--- src/rtl/sat_clamp_unit.sv ---
module sat_clamp_unit (
  input  logic        clk,
  input  logic        rst_n,
  input  logic        in_valid,
  input  logic [31:0] instr,
  input  logic [31:0] operand,
  input  logic        q_clear,
  output logic        out_valid,
  output logic [3:0]  out_rd,
  output logic [31:0] out_result,
  output logic        out_q,
  output logic        out_undef
);

  function automatic logic [32:0] clamp_word(input logic [31:0] v, input logic [4:0] k, input logic uns);
    logic signed [32:0] hi, lo, vx;
    hi = (33'sd1 <<< k) - 33'sd1;
    lo = uns ? 33'sd0 : -(33'sd1 <<< k);
    vx = $signed({v[31], v});
    if (vx > hi) return {1'b1, hi[31:0]};
    else if (vx < lo) return {1'b1, lo[31:0]};
    else return {1'b0, v};
  endfunction

  function automatic logic [16:0] clamp_half(input logic [15:0] v, input logic [3:0] k, input logic uns);
    logic signed [16:0] hi, lo, vx;
    hi = (17'sd1 <<< k) - 17'sd1;
    lo = uns ? 17'sd0 : -(17'sd1 <<< k);
    vx = $signed({v[15], v});
    if (vx > hi) return {1'b1, hi[15:0]};
    else if (vx < lo) return {1'b1, lo[15:0]};
    else return {1'b0, v};
  endfunction

  wire is_word_s = (instr[27:21] == 7'b0110101) && (instr[5:4] == 2'b01);
  wire is_word_u = (instr[27:21] == 7'b0110111) && (instr[5:4] == 2'b01);
  wire is_half_s = (instr[27:20] == 8'b01101010) && (instr[11:4] == 8'hF3);
  wire is_half_u = (instr[27:20] == 8'b01101110) && (instr[11:4] == 8'hF3);
  wire is_word   = is_word_s | is_word_u;
  wire is_half   = is_half_s | is_half_u;
  wire matched   = is_word | is_half;

  wire [4:0] sh_amt = instr[11:7];
  wire       sh_asr = instr[6];

  logic [31:0] shifted;
  always_comb begin
    if (!sh_asr)
      shifted = operand << sh_amt;
    else if (sh_amt == 5'd0)
      shifted = {32{operand[31]}};
    else
      shifted = $unsigned($signed(operand) >>> sh_amt);
  end

  wire [32:0] word_res = clamp_word(shifted, instr[20:16], is_word_u);
  wire [16:0] lo_res   = clamp_half(operand[15:0], instr[19:16], is_half_u);
  wire [16:0] hi_res   = clamp_half(operand[31:16], instr[19:16], is_half_u);

  wire [31:0] next_res = is_word ? word_res[31:0] : {hi_res[15:0], lo_res[15:0]};
  wire        next_sat = is_word ? word_res[32] : (lo_res[16] | hi_res[16]);
  wire        take     = in_valid & matched;

  always_ff @(posedge clk or negedge rst_n) begin
    if (!rst_n) begin
      out_valid  <= 1'b0;
      out_undef  <= 1'b0;
      out_rd     <= 4'd0;
      out_result <= 32'd0;
      out_q      <= 1'b0;
    end else begin
      out_valid <= in_valid;
      out_undef <= in_valid & ~matched;
      out_q     <= (out_q & ~q_clear) | (take & next_sat);
      if (take) begin
        out_rd     <= instr[15:12];
        out_result <= next_res;
      end
    end
  end

endmodule


--- config.mk ---
export PLATFORM = sky130hd
export DESIGN_NAME = sat_clamp_unit
export DESIGN_NICKNAME = d
export VERILOG_FILES = /design/src/rtl/sat_clamp_unit.sv
export SDC_FILE = /design/constraint.sdc
export NUM_CORES = 1
export LEC_CHECK = 0
export ABC_AREA = 1
export BUFFER_PORTS_ARGS = -buffer_cell sky130_fd_sc_hd__clkbuf_2
export CORE_MARGIN = 2
export CORE_UTILIZATION = 40
export CTS_BUF_LIST = sky130_fd_sc_hd__clkbuf_16
export DETAILED_ROUTE_END_ITERATION = 10
export GPL_ROUTABILITY_DRIVEN = 1
export SLEW_MARGIN = 25
export SYNTH_ARGS = -nofsm -noshare
export SYNTH_HDL_FRONTEND = slang
export SYNTH_SLANG_ARGS = --single-unit
--- constraint.sdc ---
create_clock -name clk -period 1.6 [get_ports clk]
set_input_delay 0 -clock clk [delete_from_list [all_inputs] [get_ports clk]]
set_output_delay 0 -clock clk [all_outputs]
set_load 0.02 [all_outputs]
==> results.toml <==
[yosys]
synth.top_cell.area_share_pct = 19.7
synth_warnings = 0
async_flop_share_pct = 100
synth_simple_gate_area_share_pct = 38.0
seq_area_frac_synth_pct = 9.13
synthAdderAreaFrac_pct = 15.4
synth-seq-cells = 39
synth_mux_area_share_pct = 0.842
ys_types = 59
synth_largest_area_cell = "nand2_1"
syn_inst = 1908
synth_compound_area_share_pct = 23.0
synth.top_cells.by_area = "nand2_1, ha_1, dfrtp_1"
synth-main-ff-cell = "dfrtp_1"
synth_xor_area_share_pct = 1.23
synth_top_family_by_area = "simple AND/OR/NAND/NOR gates"
syn_area_um2 = 10700
synth_edf_count = 0
postSynthAreaPerCell_um2 = 5.60

[cts]
clock-root-buffer = "clkbuf_16"
htree_num_levels = 2
insertion_delay_ns = 0.28
numCtsBuffers = 5
cts_tree = "done"
cts.sinks = 39
clk_pin_slew_ns = 0.07
clk_path_buf_depth = 2

[worst_setup_path]
reg2reg_setup_slack_ns = 0.84
cp.required_ns = 1.82
arrival_ns = 4.24
crit_fanout = 5
path_class = "primary input to flop"
slowest_delay_ns = 0.29
timing.rr.end = "out_result[4]"
critical_path.top_delay_family = "simple AND/OR/NAND/NOR gates"
ff2ff_path_depth = 2
timing.critical_path.from = "instr[17]"
crit_buf_inv = 9
cp_slowest_cell = "ha_1"
endpoint_kind = "flop"
startpoint_type = "primary input"
path_common_cell = "nor2_4"
rr_startpoint = "out_result[4]"

[sta]
setup_ws_ns = -2.42
min_period_ns = 4.02
rsz0062_at_grt = "true"
drv_slew = 0
maxSlewHeadroom_pct = 65.7
clock.fmax_mhz = 249
hold_viol_final = 0
setup_viol = 36
min_period_over_period_pct = 251
finClkSkew_ns = 0
timing.hold.ws_ns = 0.102
fin_setup_tns_ns = -77.77
tightest_slew_ns = 0.513

[detailed_routing]
wl_met2_um = 26700
routed_wl_um = 62100
drcViolationCount = 1
met1_length_um = 25000
drt_pass1_iterations = 9
top_layer_used = "met4"
dr.first_iter.drc_count = 2037
via_count = 16800
wl_per_cell_um = 21.5
final_antenna_net_count = 0
drt-vias-per-instance = 5.82
wl_met3_um = 6580

[floorplanning]
io_pins = 107
die-area_um2 = 28100
rows = 59
dieWidth_um = 168
core_area_um2 = 26100
start_util_pct = 40.9
die_height_um = 168

[final_layout]
n_antenna_cell = 0
final_cells = 2883
final-seq-area_um2 = 976
syn_to_final_growth_pct = 76.0
nets = 2747
final_common_cell = "buf_4"
multi_input_area_um2 = 10400
layout_common_cells = "buf_4, nand2_1, inv_1"
drive_gt1_share_pct = 45.7
fillers = 2198

[power]
ir_worst_vdd_mv = 0.498
p_leak_nw = 9.74
total_power_mw = 11.0
p_per_area_nw_per_um2 = 586

[global_route]
grt_usage_pct = 42.2
grt_max_degree = 33
antenna_found_initial = 0
grt_pass1_wl_um = 91700
first_global_vias = 15900
grt-ovfl-total = 0

[run]
maxCapViolCount = 0

[status]
run_status = "finished, violations left"
violations = "DRC, setup timing"

[place]
dp_hpwl_um = 47400
globalplace.congestion = 1.08
dp_cells = 2778
port_buffers = 98

[worst_hold_path]
hold_path.class = "primary input to async pin"
power breakdown:
group / switching [mW] / internal [mW]
combinational: 4.85 / 3.85
sequential: 0.0517 / 1.06
clock: 0.467 / 0.746
worst max-delay path by stage:
stage,endpoint,slack [ns],cells past startpoint
after CTS,out_result[9],-2.10,35
final,out_result[28],-2.42,35
after global placement,out_result[13],-2.81,35
after floorplan,out_result[14],-1.94,34
after global routing,out_result[23],-2.61,35
after detailed placement,out_result[13],-2.81,36
sequential cells by signal (all words and copies together), names as in the netlist:
signal,flops
out_q,1
out_rd,4
out_result,32
out_undef,1
out_valid,1
cell families (layout without fill, tap and decap cells):
| group | count (synthesis) | count (layout) |
|---|---|---|
| AO/OA/AOI/OAI | 435 | 435 |
| XOR/XNOR | 15 | 15 |
| adder cells (fa/ha/maj) | 132 | 132 |
| buffers and inverters | 314 | 951 |
| flip-flops | 39 | 39 |
| multiplexers | 9 | 9 |
| other | 1 | 4 |
| AND/OR/NAND/NOR | 963 | 963 |
cell usage after synthesis (27+ instances only):
cell      count
o211ai_1     43
a21oi_1     147
nand2_1     562
dfrtp_1      39
inv_1       206
o21ai_0     165
buf_2        36
nor3_1       27
ha_1        132
nor2_1      147
nand3_1     157
clkbuf_1     32
per-stage QoR:
stage                     setup WS (ns)  util [%]  instance area (µm²)
after global routing              -2.61      72.0                18800
after detailed placement          -2.81      59.0                15400
after CTS                         -2.10      68.1                17800
after floorplan                   -1.94         -                10800
after global placement            -2.81      59.0                15400
final                             -2.42      72.0                18800
worst register-to-register path, stage by stage (launching register included):
cell	delay (ns)
dfrtp_1	0.40
nor2_1	0.18
a21oi_2	0.06
cell type report:
class	count	area share [%]
multi-input combinational	1558	55.4
clock inverter	3	0.253
clock buffer	5	0.665
inverter	215	4.44
timing repair buffer	728	31.9
sequential	39	5.19
tap	335	2.23
routing by layer:
layer	global-route usage, %	up-vias
met5	0	-
met4	20.2	0
met3	7.02	235
met2	65.5	1043
met1	57.0	7780
li1	-	7716
repair_timing:
item	CTS	global route
setup buffers	60	23
gates resized for setup	427	211
setup endpoints to repair	37	37
hold endpoints to repair	46	0
hold buffers	7	0
gates cloned	10	3
pin swaps	103	119
No activity file was read; power rests on OpenSTA's default activity.
